## src/rtl/simd_ge_pkg.sv

```systemverilog
package simd_ge_pkg;

    typedef enum logic {
        LANE_BYTE = 1'b0,
        LANE_HALF = 1'b1
    } lane_size_e;

    typedef struct packed {
        lane_size_e size;
        logic       sub;
        logic       sgn;
    } arith_ctl_t;

    // The guard bit is the top bit of a one-bit-wider exact result.
    // Unsigned add: guard is the carry. Otherwise, guard set means negative.
    function automatic logic lane_flag(input logic sub, input logic sgn, input logic guard);
        return (!sub && !sgn) ? guard : ~guard;
    endfunction

endpackage

```

## src/rtl/simd_lane.sv

```systemverilog
module simd_lane
    import simd_ge_pkg::*;
#(
    parameter int W = 8
) (
    input  logic [W-1:0] a,
    input  logic [W-1:0] b,
    input  logic         sub,
    input  logic         sgn,
    output logic [W-1:0] sum,
    output logic         ge
);
    logic [W:0] ax, bx, ex;

    always_comb begin
        ax  = {sgn & a[W-1], a};
        bx  = {sgn & b[W-1], b};
        ex  = sub ? (ax - bx) : (ax + bx);
        sum = ex[W-1:0];
        ge  = lane_flag(sub, sgn, ex[W]);
    end
endmodule

```

## src/rtl/simd_arith.sv

```systemverilog
module simd_arith
    import simd_ge_pkg::*;
#(
    parameter int BYTE_W    = 8,
    parameter int NUM_BYTES = 4
) (
    input  logic [BYTE_W*NUM_BYTES-1:0] a,
    input  logic [BYTE_W*NUM_BYTES-1:0] b,
    input  arith_ctl_t                  ctl,
    output logic [BYTE_W*NUM_BYTES-1:0] sum,
    output logic [NUM_BYTES-1:0]        ge
);
    localparam int WORD_W     = BYTE_W * NUM_BYTES;
    localparam int HALF_W     = 2 * BYTE_W;
    localparam int NUM_HALVES = NUM_BYTES / 2;

    logic [WORD_W-1:0]     sum_b, sum_h;
    logic [NUM_BYTES-1:0]  ge_b, ge_h;

    for (genvar i = 0; i < NUM_BYTES; i++) begin : g_byte
        simd_lane #(.W(BYTE_W)) u_lane (
            .a   (a[i*BYTE_W +: BYTE_W]),
            .b   (b[i*BYTE_W +: BYTE_W]),
            .sub (ctl.sub),
            .sgn (ctl.sgn),
            .sum (sum_b[i*BYTE_W +: BYTE_W]),
            .ge  (ge_b[i])
        );
    end

    for (genvar k = 0; k < NUM_HALVES; k++) begin : g_half
        logic ge_one;
        simd_lane #(.W(HALF_W)) u_lane (
            .a   (a[k*HALF_W +: HALF_W]),
            .b   (b[k*HALF_W +: HALF_W]),
            .sub (ctl.sub),
            .sgn (ctl.sgn),
            .sum (sum_h[k*HALF_W +: HALF_W]),
            .ge  (ge_one)
        );
        assign ge_h[2*k +: 2] = {2{ge_one}};
    end

    always_comb begin
        if (ctl.size == LANE_HALF) begin
            sum = sum_h;
            ge  = ge_h;
        end else begin
            sum = sum_b;
            ge  = ge_b;
        end
    end
endmodule

```

## src/rtl/simd_ge_reg.sv

```systemverilog
module simd_ge_reg #(
    parameter int N = 4
) (
    input  logic         clk,
    input  logic         rst,
    input  logic         arith_wr,
    input  logic [N-1:0] arith_ge,
    input  logic         dir_wr,
    input  logic [N-1:0] dir_data,
    output logic [N-1:0] ge_q
);
    always_ff @(posedge clk) begin
        if (rst)           ge_q <= '0;
        else if (arith_wr) ge_q <= arith_ge;
        else if (dir_wr)   ge_q <= dir_data;
    end

    // no write of either kind leaves the flags unchanged
    a_r7_hold: assert property (@(posedge clk) disable iff (rst)
        (!arith_wr && !dir_wr) |=> $stable(ge_q));

    // a lone direct write lands on the next edge
    a_r10_direct_load: assert property (@(posedge clk) disable iff (rst)
        (dir_wr && !arith_wr) |=> (ge_q == $past(dir_data)));
endmodule

```

## src/rtl/simd_byte_sel.sv

```systemverilog
module simd_byte_sel #(
    parameter int BYTE_W    = 8,
    parameter int NUM_BYTES = 4
) (
    input  logic [BYTE_W*NUM_BYTES-1:0] a,
    input  logic [BYTE_W*NUM_BYTES-1:0] b,
    input  logic [NUM_BYTES-1:0]        mask,
    output logic [BYTE_W*NUM_BYTES-1:0] y
);
    for (genvar i = 0; i < NUM_BYTES; i++) begin : g_mux
        assign y[i*BYTE_W +: BYTE_W] = mask[i] ? a[i*BYTE_W +: BYTE_W]
                                               : b[i*BYTE_W +: BYTE_W];
    end
endmodule

```

## src/rtl/simd_ge_unit.sv

```systemverilog
module simd_ge_unit
    import simd_ge_pkg::*;
#(
    parameter int BYTE_W    = 8,
    parameter int NUM_BYTES = 4
) (
    input  logic                        clk,
    input  logic                        rst,
    input  logic [BYTE_W*NUM_BYTES-1:0] op_a,
    input  logic [BYTE_W*NUM_BYTES-1:0] op_b,
    input  logic                        half_mode,
    input  logic                        do_sub,
    input  logic                        is_signed,
    input  logic                        op_sel,
    input  logic                        arith_en,
    input  logic                        flag_wr_en,
    input  logic [NUM_BYTES-1:0]        flag_wr_data,
    output logic [BYTE_W*NUM_BYTES-1:0] result,
    output logic [NUM_BYTES-1:0]        ge_flags
);
    localparam int WORD_W = BYTE_W * NUM_BYTES;

    arith_ctl_t           ctl;
    logic [WORD_W-1:0]    arith_sum, sel_word;
    logic [NUM_BYTES-1:0] lane_ge;
    logic                 arith_wr;

    assign ctl.size = half_mode ? LANE_HALF : LANE_BYTE;
    assign ctl.sub  = do_sub;
    assign ctl.sgn  = is_signed;
    assign arith_wr = arith_en && !op_sel;

    simd_arith #(.BYTE_W(BYTE_W), .NUM_BYTES(NUM_BYTES)) u_arith (
        .a   (op_a),
        .b   (op_b),
        .ctl (ctl),
        .sum (arith_sum),
        .ge  (lane_ge)
    );

    simd_ge_reg #(.N(NUM_BYTES)) u_flags (
        .clk      (clk),
        .rst      (rst),
        .arith_wr (arith_wr),
        .arith_ge (lane_ge),
        .dir_wr   (flag_wr_en),
        .dir_data (flag_wr_data),
        .ge_q     (ge_flags)
    );

    simd_byte_sel #(.BYTE_W(BYTE_W), .NUM_BYTES(NUM_BYTES)) u_sel (
        .a    (op_a),
        .b    (op_b),
        .mask (ge_flags),
        .y    (sel_word)
    );

    assign result = op_sel ? sel_word : arith_sum;

    // a halfword write leaves each flag pair equal
    a_r6_half_pairs: assert property (@(posedge clk) disable iff (rst)
        (arith_wr && half_mode && !flag_wr_en) |=>
            (ge_flags[3] == ge_flags[2]) && (ge_flags[1] == ge_flags[0]));

    // a select with no direct write keeps the flags
    a_r9_select_keeps: assert property (@(posedge clk) disable iff (rst)
        (op_sel && !flag_wr_en) |=> $stable(ge_flags));
endmodule

```

## config.mk

```make
export PLATFORM = sky130hd
export DESIGN_NAME = simd_ge_unit
export DESIGN_NICKNAME = d
export VERILOG_FILES = /design/src/rtl/simd_ge_pkg.sv /design/src/rtl/simd_lane.sv /design/src/rtl/simd_arith.sv /design/src/rtl/simd_ge_reg.sv /design/src/rtl/simd_byte_sel.sv /design/src/rtl/simd_ge_unit.sv
export SDC_FILE = /design/constraint.sdc
export NUM_CORES = 1
export LEC_CHECK = 0
export ABC_AREA = 1
export BUFFER_PORTS_ARGS = -buffer_cell sky130_fd_sc_hd__buf_4
export CORE_MARGIN = 3
export CORE_UTILIZATION = 25
export CTS_CLUSTER_DIAMETER = 100
export DETAILED_ROUTE_END_ITERATION = 16
export GPL_ROUTABILITY_DRIVEN = 1
export SETUP_SLACK_MARGIN = 0.5
export SYNTH_ARGS = -nofsm -noshare
export SYNTH_HDL_FRONTEND = slang
export SYNTH_SLANG_ARGS = --single-unit
```

## constraint.sdc

```tcl
create_clock -name clk -period 2.8 [get_ports clk]
set_clock_uncertainty 0.2 [all_clocks]
set_input_delay 0.14 -clock clk [delete_from_list [all_inputs] [get_ports clk]]
set_output_delay 0.14 -clock clk [all_outputs]
set_load 0.05 [all_outputs]
```

==> results of run 1 <==
-- worst paths after layout --
check,end,slack [ns]
setup / recovery,result[13],-0.15
hold / removal,u_flags.ge_q[3],0.02
setup reg to reg,u_flags.ge_q[2],1.53
hold reg to reg,u_flags.ge_q[3],0.49
-- logic make-up after synthesis --
| logic type | share of synthesized area (%) |
|---|---|
| AND/OR/NAND/NOR | 34.9 |
| AO/OA/AOI/OAI | 23.1 |
| buffers and inverters | 12.6 |
| XOR/XNOR | 11.0 |
| adder cells (fa/ha/maj) | 16.4 |
| flip-flops | 1.80 |
-- metal layers --
layer	vias to the layer above	part of all wire (%)	track usage, %
li1	3201	-	-
met1	2856	43	22.7
met2	165	51	33.1
met3	37	3.4	1.07
met4	0	2.5	4.84
met5	-	0	0
-- layout make-up --
cell class	count	area [um^2]	area share [%]
Multi-Input combinational cell	675	5140	60.6
Timing Repair Buffer	271	2360	27.9
Tap cell	225	282	3.32
Sequential cell	4	80.1	0.945
Inverter	128	536	6.32
Clock buffer	3	75.1	0.886
-- per-stage QoR --
stage | instance area [um^2] | utilization [%] | setup WS, ns | power [uW]
global route | 8480 | 48.8 | -0.290 | 3370
global placement | 6910 | 39.8 | -0.319 | 2270
floorplan | 5050 | - | 0.300 | 1520
detailed placement | 6910 | 39.8 | -0.346 | 2290
finish | 8480 | 48.8 | -0.149 | 3150
CTS | 7900 | 45.5 | -0.152 | 2890
-- power by group through the flow --
stage | registers, uW | logic, uW | clock network [uW]
2_1_floorplan | 87.9 | 1430 | 0
6_report | 71.0 | 2860 | 222
3_5_place_dp | 71.6 | 2220 | 0
4_1_cts | 70.9 | 2590 | 226
3_3_place_gp | 71.7 | 2200 | 0
5_1_grt | 72.6 | 3070 | 229
-- placed cells by master, fill, tap and decap left out, types with 18 or more instances in the layout --
| cell | netlist | layout |
|---|---|---|
| inv_1 | 126 | 110 |
| nand3_1 | 56 | 35 |
| nand2_2 | 2 | 48 |
| a21oi_2 | 2 | 24 |
| buf_4 | 1 | 210 |
| nor2_1 | 61 | 47 |
| a21oi_1 | 78 | 49 |
| ha_4 | 0 | 18 |
| o21ai_0 | 74 | 48 |
| nand2_4 | 0 | 22 |
| buf_8 | 0 | 18 |
| buf_6 | 0 | 39 |
| xor2_1 | 46 | 39 |
| nand2_1 | 227 | 159 |
| ha_1 | 52 | 32 |
-- what timing repair did --
| item | CTS | global route |
|---|---|---|
| setup buffers | 30 | 15 |
| gates resized for setup | 162 | 113 |
| setup endpoints to repair | 30 | 31 |
| hold buffers | 1 | 0 |
| hold endpoints to repair | 1 | 0 |
| pin swaps | 96 | 85 |
-- worst register-to-register path: cells and delay by family, from the launching register on --
family,cells,cell delay [ns]
flip-flops,1,0.69
AO/OA/AOI/OAI,2,0.31
==> results.txt, run 1 <==
RSZ-0062 raised after global routing: true
Initial Util: 25.6%
vias: 6259
Clock Path Buffers: 2
Root Driver: clkbuf_16
combinational fraction of design power: 90.7%
first-pass GRT wire length: 29300 um
Setup crit end kind: output pin
Layout Nets: 1215
peak supply drop: 257 uV
Worst R2R Path Depth: 2
Internal: 1540 uW
GRT Overall Usage: 18.0%
Num CTS Buffers: 3
CORE AREA: 0.0174 mm^2
worst hold stages: 4
DR vias/cell: 4.79
drt wl/cell: 14.5 um
sequential area share after synthesis: 1.80%
filler cell count in the final layout: 1666
setup tns final: -0.773 ns
Final setup viols: 13
synthesis-stage register bit count: 4
violated checks: setup timing
Worst path slowest cell: ha_1
clock slew at reported path FFs: 0.03 ns
First-pass DRT Iterations: 5
crit path max fanout: 4
Worst Setup Path Type: input pin to output pin
CP required: 2.46 ns
critical path's largest stage delay: 0.34 ns
Slew Viols, Final: 0
CTS tree: built
clk sink count: 4
outcome: complete, but fails checks
Syn. warnings: 0
Clk pwr share: 7.0%
pin slew with the least headroom to its limit: 0.638 ns
Stages on worst setup path: 19
number of global-route vias before repair: 6101
top post-synthesis cells by area: nand2_1 (19%), ha_1 (15%), inv_1 (11%), xor2_1 (9.1%), a21oi_1 (8.8%)
slew margin rel.: 57.4%
NetSw: 1610 uW
DP Cell Count: 1257
most frequent CP cell: nand2_1
net count of the mapped netlist: 958
DP HPWL: 14300 um
fraction of layout cells with a size suffix above 1: 47.2%
Total Routed Length: 18900 um
Worst Path Buf+Inv: 4
synth-to-layout area growth: 90.8%
antenna-violating nets left: 0
setup ws final: -0.149 ns
worst hold path startpoint: flag_wr_en
Cells after Synth: 826
max reg flops: 4
Non-Filler Instances: 1306
Yosys cell types: 42
initial antenna violation count: 0
Worst setup SP type: input pin
Syn Area/Cell: 5.38 um^2
share of Yosys cell area claimed by the top area cell type: 19.2%
largest registers: u_flags.ge_q x4
Initial DRC Count: 393
EDFF count, synth: 0
RR Startpoint: u_flags.ge_q[2]
Fmax achieved: 0.339 GHz
dominant synthesized flop cell: dfxtp_1
CP arrival: 2.61 ns
GRT overflow: 0
FP Rows: 48
Switching Share: 51.2%
MaxCap Viol Count: 0
leading cell type by number of instances after synthesis: nand2_1
Syn Std Cell Area: 0.00444 mm^2
Biggest register: u_flags.ge_q
routability congestion estimate: 0.881
list of most frequent post-synthesis cells: nand2_1 (227), inv_1 (126), a21oi_1 (78)
Flop pwr share: 2.3%
Hold WS: 0.0194 ns
# H-tree levels: 1
full die area: 0.0194 mm^2
worst min-delay path category: input pin to flop
chip width: 139 um
beginning of the critical path: op_b[6]
Die Span Y: 139 um
clk_lat worst skew: 0.22 ns
Final Critical Period: 2.95 ns
leakage power: 0.00421 uW
DRC errors left: 0
ys async rst share: 0%
Ports: 112
CP cell instances: buf_4 -> nor2_2 -> nand3_1 -> o21ai_4 -> buf_6 -> inv_4 -> nand2_1 -> o21ai_1 -> ha_1 -> a21oi_2 -> o21ai_1 -> a21oi_1 -> nand2_2 -> a21oi_1 -> o21ai_0 -> nand2_1 -> nand2_1 -> nand2_4 -> buf_8
fin crit share: 105%
pwr dens: 371 mW/mm^2
largest net degree at the start of global routing: 29
Port Buf Inserts: 111
antenna cells: 0
area leader, netlist: nand2_1
Fin. Hold Viols: 0
Largest delay share family, worst path: compound AO/OA/AOI/OAI gates
(Power assumes the default switching activity.)
==> run 2, diff against run 1 <==
--- a/config.mk
+++ b/config.mk
@@ -8,11 +8,12 @@
 export ABC_AREA = 1
 export BUFFER_PORTS_ARGS = -buffer_cell sky130_fd_sc_hd__buf_4
 export CORE_MARGIN = 3
-export CORE_UTILIZATION = 25
+export CORE_UTILIZATION = 56
 export CTS_CLUSTER_DIAMETER = 100
 export DETAILED_ROUTE_END_ITERATION = 16
 export GPL_ROUTABILITY_DRIVEN = 1
-export SETUP_SLACK_MARGIN = 0.5
+export PLACE_DENSITY = 0.84
+export SETUP_SLACK_MARGIN = 0.4
 export SYNTH_ARGS = -nofsm -noshare
 export SYNTH_HDL_FRONTEND = slang
 export SYNTH_SLANG_ARGS = --single-unit
==> run 2 against run 1 <==
Effect of this change:
- the flow now stops in clock tree synthesis
- synthesized cell count unchanged
- synthesized area unchanged
==> results.txt, run 2 <==
outcome: stopped before the end
Halt Stage: clock tree synthesis
stop err: [ERROR DPL-0033] detailed placement checks failed during check placement.
net count of the mapped netlist: 958 (unchanged)
sequential area share after synthesis: 1.80% (unchanged)
routability congestion estimate: 1.00 (+14%)
ys async rst share: 0% (unchanged)
top post-synthesis cells by area: nand2_1 (19%), ha_1 (15%), inv_1 (11%), xor2_1 (9.1%), a21oi_1 (8.8%)
leading cell type by number of instances after synthesis: nand2_1
Root Driver: clkbuf_8
DP HPWL: 13900 um (-3.1%)
FP Rows: 31 (-35%)
hold buffers post-CTS: 1 (unchanged)
Yosys cell types: 42 (unchanged)
Cells after Synth: 826 (unchanged)
EDFF count, synth: 0 (unchanged)
# H-tree levels: 1 (unchanged)
clk sink count: 4 (unchanged)
Port Buf Inserts: 111 (unchanged)
synthesis-stage register bit count: 4 (unchanged)
Setup Buffers After CTS: 28 (-6.7%)
Ports: 112 (unchanged)
Clock Path Buffers: 2 (unchanged)
cts repair resizes: 158 (-2.5%)
Die Span Y: 95.1 um (-32%)
share of Yosys cell area claimed by the top area cell type: 19.2% (unchanged)
Syn Std Cell Area: 0.00444 mm^2 (unchanged)
Initial Util: 59.4% (+34 points)
chip width: 95.1 um (-32%)
Num CTS Buffers: 3 (unchanged)
dominant synthesized flop cell: dfxtp_1
list of most frequent post-synthesis cells: nand2_1 (227), inv_1 (126), a21oi_1 (78)
Syn Area/Cell: 5.38 um^2 (unchanged)
placed instance area: 0.00647 mm^2 (-6.3%)
Syn. warnings: 0 (unchanged)
area leader, netlist: nand2_1
==> run 2: cell counts after synthesis <==
Identical to the previous run, type by type.
==> run 2: stage by stage <==
stage	hold WS [ns]	utilization, %	TNS [ns]	instances	setup slack [ns]
2_1_floorplan	0.00907	-	0	826	0.277
3_3_place_gp	0.107	86.4	-1.01	1099	-0.224
3_5_place_dp	0.111	86.4	-2.43	1099	-0.266
==> run 2: cells by family after synthesis <==
logic type / count (synthesis) / synth area share [%]
buffers and inverters: 147 / 12.6
flip-flops: 4 / 1.80
AND/OR/NAND/NOR: 375 / 34.9
XOR/XNOR: 56 / 11.0
AO/OA/AOI/OAI: 188 / 23.1
adder cells (fa/ha/maj): 56 / 16.4
==> run 3, diff against run 2 <==
--- a/config.mk
+++ b/config.mk
@@ -8,12 +8,10 @@
 export ABC_AREA = 1
 export BUFFER_PORTS_ARGS = -buffer_cell sky130_fd_sc_hd__buf_4
 export CORE_MARGIN = 3
-export CORE_UTILIZATION = 56
-export CTS_CLUSTER_DIAMETER = 100
+export CORE_UTILIZATION = 40
 export DETAILED_ROUTE_END_ITERATION = 16
 export GPL_ROUTABILITY_DRIVEN = 1
-export PLACE_DENSITY = 0.84
-export SETUP_SLACK_MARGIN = 0.4
+export PLACE_DENSITY_LB_ADDON = 0.15
 export SYNTH_ARGS = -nofsm -noshare
 export SYNTH_HDL_FRONTEND = slang
 export SYNTH_SLANG_ARGS = --single-unit
==> run 3 against run 2 <==
Effect of this change:
- the flow now finishes, with violations (setup timing)
==> results.txt, run 3 (synthesis results as in run 1) <==
outcome: complete, but fails checks
violated checks: setup timing
DP Cell Count: 1179 (+7.3%)
worst min-delay path category: input pin to flop
drt wl/cell: 14.6 um
leakage power: 0.00397 uW
pin slew with the least headroom to its limit: 0.580 ns
Initial Util: 42.1% (-17 points)
CTS tree: built
CP required: 2.46 ns
pwr dens: 357 mW/mm^2
antenna cells: 0
full die area: 0.0124 mm^2
Die Span Y: 111 um (+17%)
Port Buf Inserts: 111 (unchanged)
fraction of layout cells with a size suffix above 1: 40.1%
Setup crit end kind: output pin
FP Rows: 37 (+19%)
DR vias/cell: 5.19
clk sink count: 4 (unchanged)
GRT overflow: 0
Fin. Hold Viols: 0
clk_lat worst skew: 0.22 ns
critical path's largest stage delay: 0.38 ns
synth-to-layout area growth: 71.3%
vias: 6279
Final Critical Period: 2.97 ns
chip width: 111 um (+17%)
Layout Nets: 1208
setup tns final: -1.04 ns
Clock Path Buffers: 2 (unchanged)
antenna-violating nets left: 0
Final setup viols: 17
commonest non-fill, non-tap cell in the layout: buf_4
commonest non-fill, non-tap cells in the layout: buf_4 (227), nand2_1 (190), inv_1 (108), a21oi_1 (58), o21ai_0 (51)
filler cell count in the final layout: 869
Biggest register: u_flags.ge_q
Initial DRC Count: 306
Worst Setup Path Type: input pin to output pin
# H-tree levels: 1 (unchanged)
CORE AREA: 0.0106 mm^2
MaxCap Viol Count: 0
slew margin rel.: 61.3%
GRT Overall Usage: 25.2%
max reg flops: 4
Final Core Density: 72.1%
Worst path slowest cell: ha_1
fin crit share: 106%
Non-Filler Instances: 1210
setup ws final: -0.172 ns
crit path max fanout: 5
initial antenna violation count: 0
first-pass GRT wire length: 27000 um
Final Power: 2720 uW
CP arrival: 2.63 ns
routability congestion estimate: 0.938 (-6.6%)
Num CTS Buffers: 3 (unchanged)
CP cell instances: buf_8 -> inv_4 -> ha_4 -> inv_4 -> nor2_4 -> nand2_2 -> o21ai_4 -> xor2_1 -> ha_1 -> buf_4 -> buf_6 -> nand2_2 -> inv_2 -> nand2_2 -> a21oi_4 -> o21bai_4 -> nand3b_1 -> nand3_2 -> nand2_2 -> nand2_1 -> nand2_2 -> buf_8
DP HPWL: 12600 um (-9.4%)
DRC errors left: 0
Worst setup SP type: input pin
clock slew at reported path FFs: 0.03 ns
Total Routed Length: 17600 um
most frequent CP cell: nand2_2
RSZ-0062 raised after global routing: true
Slew Viols, Final: 0
Ports: 112 (unchanged)
First-pass DRT Iterations: 5
Root Driver: clkbuf_8
largest registers: u_flags.ge_q x4
number of global-route vias before repair: 6030
peak supply drop: 222 uV
Hold WS: 0.00209 ns
largest net degree at the start of global routing: 29
Fmax achieved: 0.336 GHz
==> run 3: per-layer routing <==
layer	GRT usage [%]	wire length (um)
met1	30.2	7230
met2	48.9	9410
met3	1.30	680
met4	5.76	310
met5	0	0
==> run 3: report_power, final <==
| group | total [uW] | internal (uW) | switching [uW] |
|---|---|---|---|
| clock | 128 | 92.1 | 35.6 |
| combinational | 2510 | 1090 | 1420 |
| sequential | 74.1 | 62.7 | 11.4 |
==> run 3: path summary, 6_finish.rpt <==
| path | start | to | slack (ns) | cells past startpoint |
|---|---|---|---|---|
| worst max-delay path | op_b[1] | result[14] | -0.17 | 22 |
| worst min-delay path | flag_wr_en | u_flags.ge_q[3] | 0.002 | 4 |
| worst max register to register | u_flags.ge_q[2] | u_flags.ge_q[2] | 1.50 | 2 |
| worst min register to register | u_flags.ge_q[3] | u_flags.ge_q[3] | 0.26 | 2 |
==> run 3: worst max-delay path: cells and delay by family <==
kind | cells | cell delay (ns)
fa+ha+maj | 2 | 0.51
simple gates | 9 | 0.70
buf+inv | 7 | 0.64
xor+xnor | 1 | 0.10
compound gates | 3 | 0.52
==> run 3: layout make-up <==
class | count | area, um^2 | area share, %
Tap cell | 136 | 170 | 2.24
Sequential cell | 4 | 80.1 | 1.05
Timing Repair Buffer | 264 | 2170 | 28.5
Inverter | 128 | 505 | 6.64
Clock buffer | 3 | 41.3 | 0.542
Multi-Input combinational cell | 675 | 4650 | 61.1
==> run 3: repair_timing <==
item	in CTS	in global routing
resized for setup	122	126
setup buffers	14	18
pin swaps	64	86
hold buffers	1	0
hold endpoints to repair	1	0
setup endpoints to repair	18	23
==> run 3: stage by stage <==
stage	setup slack, ns	instance area [um^2]
floorplan	-0.156	4480
global placement	-0.329	6350
detailed placement	-0.379	6350
CTS	-0.141	6970
global route	-0.349	7610
finish	-0.172	7610
==> run 4, diff against run 3 <==
--- a/config.mk
+++ b/config.mk
@@ -6,7 +6,7 @@
 export NUM_CORES = 1
 export LEC_CHECK = 0
 export ABC_AREA = 1
-export BUFFER_PORTS_ARGS = -buffer_cell sky130_fd_sc_hd__buf_4
+export BUFFER_PORTS_ARGS = -buffer_cell sky130_fd_sc_hd__buf_2
 export CORE_MARGIN = 3
 export CORE_UTILIZATION = 40
 export DETAILED_ROUTE_END_ITERATION = 16
==> run 4 against run 3 <==
Effect of this change:
- the run still ends with setup timing left
- register-to-register slack improved by 0.04 ns
- critical path depth increased by 1
- sequential share of layout area about the same
- largest power group unchanged
- via count decreased by 1.1%
- utilization decreased by 3.1 points
- power decreased by 4.8%
- combinational power decreased by 5%
==> results.txt, run 4 (synthesis results as in run 1) <==
CTS tree: built
Clock Path Buffers: 2 (unchanged)
Largest delay share family, worst path: simple AND/OR/NAND/NOR gates
critical path's largest stage delay: 0.24 ns (-0.14 ns)
Stages on worst setup path: 23 (+4.5%)
Worst path slowest cell: ha_4
leakage power: 0.00388 uW (-2.5%)
clk sink count: 4 (unchanged)
Worst R2R Path Depth: 2 (unchanged)
FP Rows: 37 (unchanged)
DP Worst Slack: -0.378 ns (+0.00137 ns)
filler cell count in the final layout: 914 (+5.2%)
Slew Viols, Final: 0 (unchanged)
slew margin rel.: 51.4% (-9.9 points)
fin crit share: 105% (-1.4 points)
clock slew at reported path FFs: 0.03 ns (about the same)
setup tns final: -1.03 ns (+0.0180 ns)
First-pass DRT Iterations: 6 (+1)
chip width: 111 um (unchanged)
Setup crit end kind: output pin
commonest non-fill, non-tap cell in the layout: nand2_1
Switching Share: 55.2% (+1.1 points)
max reg flops: 4 (unchanged)
most frequent CP cell: nand2_1
MaxCap Viol Count: 0 (unchanged)
largest registers: u_flags.ge_q x4
Final setup viols: 15 (-2)
violated checks: setup timing
RSZ-0062 raised after global routing: true
Root Driver: clkbuf_8
beginning of the critical path: op_b[0]
Ports: 112 (unchanged)
vias: 6210 (-1.1%)
Total Routed Length: 17200 um (-2.4%)
initial antenna violation count: 0 (unchanged)
register area: 80.1 um^2 (unchanged)
CP cell instances: buf_8 -> inv_6 -> ha_4 -> inv_4 -> nor2_4 -> nand2_4 -> buf_4 -> nand2_2 -> xor2_1 -> inv_1 -> ha_4 -> a21oi_2 -> o21ai_2 -> a21oi_2 -> nand2_1 -> nand2_1 -> nand3_1 -> nand2_1 -> nand3_2 -> nand2_1 -> nand2_1 -> nand2_2 -> buf_8
Port Buf Inserts: 111 (unchanged)
crit path max fanout: 3 (-2)
Die Span Y: 111 um (unchanged)
Layout Nets: 1206 (-0.17%)
DRC errors left: 0 (unchanged)
# H-tree levels: 1 (unchanged)
commonest non-fill, non-tap cells in the layout: nand2_1 (192), buf_4 (139), inv_1 (110), buf_2 (87), a21oi_1 (57)
synth-to-layout area growth: 64.0%
first-pass GRT wire length: 26000 um (-3.5%)
clk_lat worst skew: 0.22 ns (about the same)
Worst Path Buf+Inv: 6 (-1)
Critical Path End: result[15]
Final Critical Period: 2.93 ns (-0.0390 ns)
Reg-to-Reg End: u_flags.ge_q[2]
pin slew with the least headroom to its limit: 0.728 ns (+0.148 ns)
setup ws final: -0.133 ns (+0.0390 ns)
Final Core Density: 69.0% (-3.1 points)
DR vias/cell: 5.14 (-0.94%)
worst min-delay path category: input pin to flop
Worst Setup Path Type: input pin to output pin
Worst setup SP type: input pin
GRT Overall Usage: 24.4% (-0.76 points)
drt wl/cell: 14.2 um (-2.3%)
fraction of layout cells with a size suffix above 1: 38.6% (-1.5 points)
area of the multi-input gates: 0.00454 mm^2 (-2.2%)
pwr dens: 355 mW/mm^2 (-0.54%)
peak supply drop: 224 uV (+1.2%)
GRT overflow: 0 (unchanged)
antenna-violating nets left: 0 (unchanged)
Clk pwr share: 4.8% (about the same)
DP HPWL: 12600 um (about the same)
CP required: 2.46 ns (about the same)
Internal: 1160 uW (-7.1%)
Fin. Hold Viols: 0 (unchanged)
Biggest register: u_flags.ge_q
NetSw: 1430 uW (-2.8%)
RR Startpoint: u_flags.ge_q[2]
Fmax achieved: 0.341 GHz (+1.3%)
outcome: complete, but fails checks
CP arrival: 2.59 ns (-0.04 ns)
R2R Setup Slk: 1.54 ns (+0.04 ns)
full die area: 0.0124 mm^2 (unchanged)
Initial DRC Count: 263 (-14%)
Initial Util: 42.1% (unchanged)
number of global-route vias before repair: 5720 (-5.1%)
Num CTS Buffers: 3 (unchanged)
antenna cells: 0 (unchanged)
Flop pwr share: 2.9% (+0.2 points)
routability congestion estimate: 0.902 (-3.8%)
largest net degree at the start of global routing: 28 (-3.4%)
combinational fraction of design power: 92.3% (-0.3 points)
CORE AREA: 0.0106 mm^2 (unchanged)
Hold WS: 0.0303 ns (+0.0282 ns)
-- run 4: cell count changes in the layout (fill, tap and decap cells not counted), sizes merged --
cell | previous run | this run
clkbuf | 3 | 4
buf | 263 | 260
-- run 4: tightest hold or removal path, cell delays in order --
cell,delay (ns)
buf_2,0.08
nor2_1,0.06
nand2_1,0.07
a21oi_2,0.05
-- run 4: final cells by class --
cell class                      count  area share, %
Multi-Input combinational cell    675           62.4
Sequential cell                     4           1.10
Clock buffer                        3          0.567
Timing Repair Buffer              262           26.7
Tap cell                          136           2.34
Inverter                          128           6.97
-- run 4: timing repair --
action                                  in CTS  in global routing
gates cloned                                 0                  0
endpoints found under the setup margin      22                 24
pin swaps                                   55                 62
endpoints found under the hold margin        1                  0
gates resized for setup                    110                134
hold buffers                                 1                  0
setup buffers                               11                 14
-- run 4: power groups by stage --
stage / Clock (uW) / Combinational, uW / Sequential (uW)
floorplan: 0 / 1250 / 87.9
global placement: 0 / 1920 / 74.9
detailed placement: 0 / 1930 / 75.0
CTS: 125 / 2100 / 74.4
global route: 133 / 2600 / 75.8
finish: 124 / 2390 / 74.3
-- run 4: how the worst min path moves through the flow --
stage	from	end	slack [ns]	cells after the start
finish	flag_wr_en	u_flags.ge_q[3]	0.03	4
global route	flag_wr_en	u_flags.ge_q[3]	0.06	4
CTS	flag_wr_en	u_flags.ge_q[3]	0.01	4
detailed placement	rst	u_flags.ge_q[3]	0.12	2
global placement	rst	u_flags.ge_q[3]	0.12	2
floorplan	rst	u_flags.ge_q[3]	0.009	1
-- run 4: layer usage --
metal,track usage [%],share of wire [%],vias to the layer above
met2,45.8,52,161
li1,-,-,3195
met5,0,0,-
met3,1.63,4.3,32
met1,30.9,42,2822
met4,4.22,1.7,0
-- run 4: through the flow --
stage	cells	instance area (um^2)	total power (uW)
detailed placement	1180	6090	2000
CTS	1194	6640	2300
finish	1208	7290	2590
floorplan	826	4480	1340
global route	1208	7290	2800
global placement	1180	6090	2000
